## src/rtl/spi_rx_pkg.sv

```systemverilog
package spi_rx_pkg;

  localparam int WORD_W = 16;
  localparam int CHAN_W = 8;
  localparam int DIP_W  = 4;

  typedef enum logic [1:0] {
    EOP_NONE  = 2'b00,
    EOP_ABORT = 2'b01,
    EOP_TWO   = 2'b10,
    EOP_ONE   = 2'b11
  } eop_stat_e;

  typedef enum logic [2:0] {
    CW_DATA,
    CW_PAYLOAD,
    CW_IDLE,
    CW_TRAIN,
    CW_RSVD
  } cw_kind_e;

  typedef struct packed {
    cw_kind_e          kind;
    eop_stat_e         eop;
    logic              sop;
    logic [CHAN_W-1:0] chan;
    logic [DIP_W-1:0]  dip;
  } cw_info_t;

  function automatic logic [DIP_W-1:0] fold_nibbles(logic [WORD_W-1:0] x);
    logic [DIP_W-1:0] r;
    r = '0;
    for (int i = 0; i < WORD_W / DIP_W; i++) r ^= x[i*DIP_W +: DIP_W];
    return r;
  endfunction

endpackage

```

## src/rtl/cw_decode.sv

```systemverilog
module cw_decode
  import spi_rx_pkg::*;
(
  input  logic [WORD_W-1:0] word_i,
  input  logic              is_ctrl_i,
  input  logic              train_i,
  output cw_info_t          info_o
);

  localparam logic [11:0] IDLE_HI  = 12'h000;
  localparam logic [11:0] TRAIN_HI = 12'h0FF;

  always_comb begin
    info_o.eop  = eop_stat_e'(word_i[14:13]);
    info_o.sop  = word_i[12];
    info_o.chan = word_i[11:4];
    info_o.dip  = word_i[3:0];
    if (!is_ctrl_i) begin
      info_o.kind = train_i ? CW_TRAIN : CW_DATA;
    end else if (word_i[15]) begin
      info_o.kind = CW_PAYLOAD;
    end else if (word_i[15:4] == IDLE_HI) begin
      info_o.kind = CW_IDLE;
    end else if (word_i[15:4] == TRAIN_HI) begin
      info_o.kind = CW_TRAIN;
    end else begin
      info_o.kind = CW_RSVD;
    end
  end

endmodule

```

## config.mk

```make
export PLATFORM = sky130hd
export DESIGN_NAME = cw_decode
export DESIGN_NICKNAME = d
export VERILOG_FILES = /design/src/rtl/spi_rx_pkg.sv /design/src/rtl/cw_decode.sv
export SDC_FILE = /design/constraint.sdc
export NUM_CORES = 1
export LEC_CHECK = 0
export ABC_AREA = 1
export CORE_AREA = 2 2 39 41
export DETAILED_ROUTE_END_ITERATION = 6
export DIE_AREA = 0 0 41 43
export GPL_TIMING_DRIVEN = 1
export PLACE_DENSITY = 0.75
export SETUP_SLACK_MARGIN = 0.1
export SLEW_MARGIN = 20
export SYNTH_ARGS = -nofsm -noshare
export SYNTH_HDL_FRONTEND = slang
export SYNTH_SLANG_ARGS = --single-unit
```

## constraint.sdc

```tcl
create_clock -name vclk -period 0.8
set_input_delay 0.16 -clock vclk [all_inputs]
set_output_delay 0.16 -clock vclk [all_outputs]
set_load 0.05 [all_outputs]
```

Yosys cells after proc, flatten, opt, wreduce, memory -nomap -nowiden --
Index checks and enable logic that the tools add are counted.
Operators by class: equality and inequality tests 1, mux-type cells 5, reduce and logical (&&, ||, !) cells 1
Operators with widths (number):
- == test 12 x 8 -> 1 bit, second input constant | 1
- logical NOT 12 bit | 1
- two-way mux 3 bit | 4
- two-way mux 2 bit | 1
Word-level totals: register bits 0, input port bits 18, output and inout port bits 18, logic and storage cells 7

Longest topological paths before layout --
depth in word-level cells 5, depth in mapped cells 7, gate-level depth less buffers 7

Least setup slack after synthesis --
OpenSTA, ideal clock, no wires.
kind input to output, start input word_i[15], end output info_o[15] (netlist bit), arrival time 1.224 ns, data required time 0.640 ns, path slack -0.584 ns, cell stages on the path 5, path buffers 0, cells stage by stage inv_1 > nand2_1 > nor2_2 > nand3_2 > a21oi_1
RTL lines:
- start: declaration | line cw_decode.sv:4 | input logic [WORD_W-1:0] word_i,
- end: declaration | line cw_decode.sv:7 | output cw_info_t info_o

==> results.md <==
- Status: finished, violations left
- Failing checks: negative setup slack
- Syn-to-layout area delta: 239%
- WL/cell: 9.07 um
- ANT cells: 0
- Drt pass-1 iters: 1
- Worst hold-check path type: primary input to primary output
- F_max: roughly 910 MHz
- VDD IR-drop max: between 200 and 300 uV
- Storage cell area: 0 um2
- Worst Tran Pin Value: 0.139 ns
- Via count: 355
- Setup WS post-layout: -0.293 ns
- Number of DRC markers in iteration 0: 0
- Top Ports: 36
- Chip height: roughly 43 um
- Slowest-stage cell, CP: nor2_4
- Mean Syn Cell Area: around 5.2 um2
- Row cnt: 14
- Setup-failing EPs final: 3
- P_leak: 0.391 nW
- Post-Syn Nets: 65
- Die area: 0.00176 mm2
- Final hold vios: 0
- Final GP Congestion: about 0.6
- Total of warnings raised by yosys: 0
- Layout cells sized above 1: between 90% and 100%
- Largest stage delay on the critical path: about 0.13 ns
- Distinct cells, synth: 8
- Die Wd: 41 um
- Setup_tns: -0.789 ns
- Clkbuf count: 0
- Power density over the cells: ~670 mW/mm2
- Port bufs: 28
- Max_cap viols: 0
- Leading area contributor after synthesis: buf_4
- Period Utilization, post-route: 137%
- Worst hold start: word_i[0]
- Ranking of synthesized cells by area: buf_4 (46%), nand2_1 (18%), nor2_1 (15%)
- Critical path endpoint: info_o[16]
- Startpoint types: primary input
- Tmin final: around 1.1 ns
- DRC viols: 0
- Post-route antenna net violation count: 0
- RSZ-0062 raised after global routing: yes
- CP arrival: around 0.93 ns
- Syn Std Cell Area: roughly 250 um2
- Sequential share of the synthesized area: 0%
- Initial antenna violation count: 0
- Fin. max-slew vios: 0
- Rel. slew slack: about nine tenths
- Hold Buf Count CTS: 0
- Largest net degree at the start of global routing: 4
- Setup CP Type: primary input to primary output
- Final nets: 95
- Crit path max fanout: 2
- GRT Total Usage: a little under a tenth
- Crit path launch: word_i[13]
- Cell Chain, Critical Path: buf_8, clkinv_8, nand2_4, nor2_4, nand3_4, nand2_4, nand2_4, nand2_4, buf_12
- Dpl hpwl: 670 um
- Vias per Instance: slightly below 4
- Vias in the first global route: 331
- Routed wire length: approximately 830 um
- CP Capture Type: primary output
- Synth top area share: a little under half
- Data required time of the worst path: about 0.64 ns
- Worst hold stages: 0
- Total congestion overflow: 0
- Starting Density: 17.7%
- Placeable Area: between 0.001 and 0.0015 mm2
- Seq cells: 0
- First-pass GRT wire length: roughly 1.2 mm
- Gate Count Post-Synth: 47
- Most used cell, CP: nand2_4
- Power consumption: roughly 0.56 mW
worst max-delay path, delay by kind of cell:
| kind | cells | cell delay, ns |
|---|---|---|
| buffers and inverters | 3 | 0.28 |
| AND/OR/NAND/NOR | 6 | 0.49 |
logic make-up after synthesis:
group | synth area share [%]
simple gates | 42.9
buf+inv | 55.1
compound gates | 2.04
report_power, final:
| part | switching [mW] | total [mW] | leakage [nW] | internal, mW |
|---|---|---|---|---|
| Clock | 0 | 0 | 0 | 0 |
| Sequential | 0 | 0 | 0 | 0 |
| Combinational | 0.264 | 0.555 | 0.391 | 0.292 |
| Total | 0.264 | 0.555 | 0.391 | 0.292 |
timing repair:
item	CTS	global route
setup endpoints to repair	14	5
resized for setup	73	21
pin swaps	17	10
buffers inserted	3	0
worst min path at each step:
stage | endpoint
floorplan | info_o[0]
global placement | info_o[2]
detailed placement | info_o[2]
CTS | info_o[2]
global route | info_o[0]
finish | info_o[0]
cells in the mapped netlist (all sizes together):
cell type,number
a21oi,1
buf,15
inv,6
nand2,13
nand3,1
nor2,11
cell type report:
cell class	instances	area, um2
well taps	16	20.0
fillers	118	553
multi-input cells	26	216
repair buffers	43	557
inverters	6	37.5
layout by cell type, fill, tap and decap left out:
cell | netlist | final
clkbuf_2 | 0 | 1
nand2_4 | 0 | 4
dlygate4sd2_1 | 0 | 1
buf_6 | 0 | 14
buf_4 | 15 | 12
buf_12 | 0 | 14
nor2_4 | 0 | 5
inv_2 | 0 | 3
inv_4 | 0 | 1
a21oi_4 | 0 | 1
nand2_1 | 12 | 5
clkinv_8 | 0 | 1
nor2_2 | 1 | 6
buf_8 | 0 | 1
inv_1 | 6 | 1
nand3_4 | 0 | 1
nand2_2 | 1 | 4
stage by stage:
| stage | setup WS, ns | hold slack (ns) | instances | area (um2) | util [%] |
|---|---|---|---|---|---|
| 2_1_floorplan | -0.169 | 0.487 | 47 | 289 | - |
| 3_3_place_gp | -0.794 | 0.320 | 89 | 714 | 51.6 |
| 3_5_place_dp | -0.829 | 0.320 | 89 | 714 | 51.6 |
| 4_1_cts | -0.312 | 0.320 | 91 | 762 | 55.1 |
| 5_1_grt | -0.337 | 0.320 | 91 | 831 | 60.0 |
| 6_report | -0.293 | 0.320 | 91 | 831 | 60.0 |
routing by layer:
layer  vias up  wire length (um)  GRT usage, %
met1       157               230          10.1
met5         -                 0             0
li1        179                 -             -
met3         0                82         0.524
met2        19               512          18.8
met4         0                 0             0
Note: power is estimated with default switching activity, not from simulation.
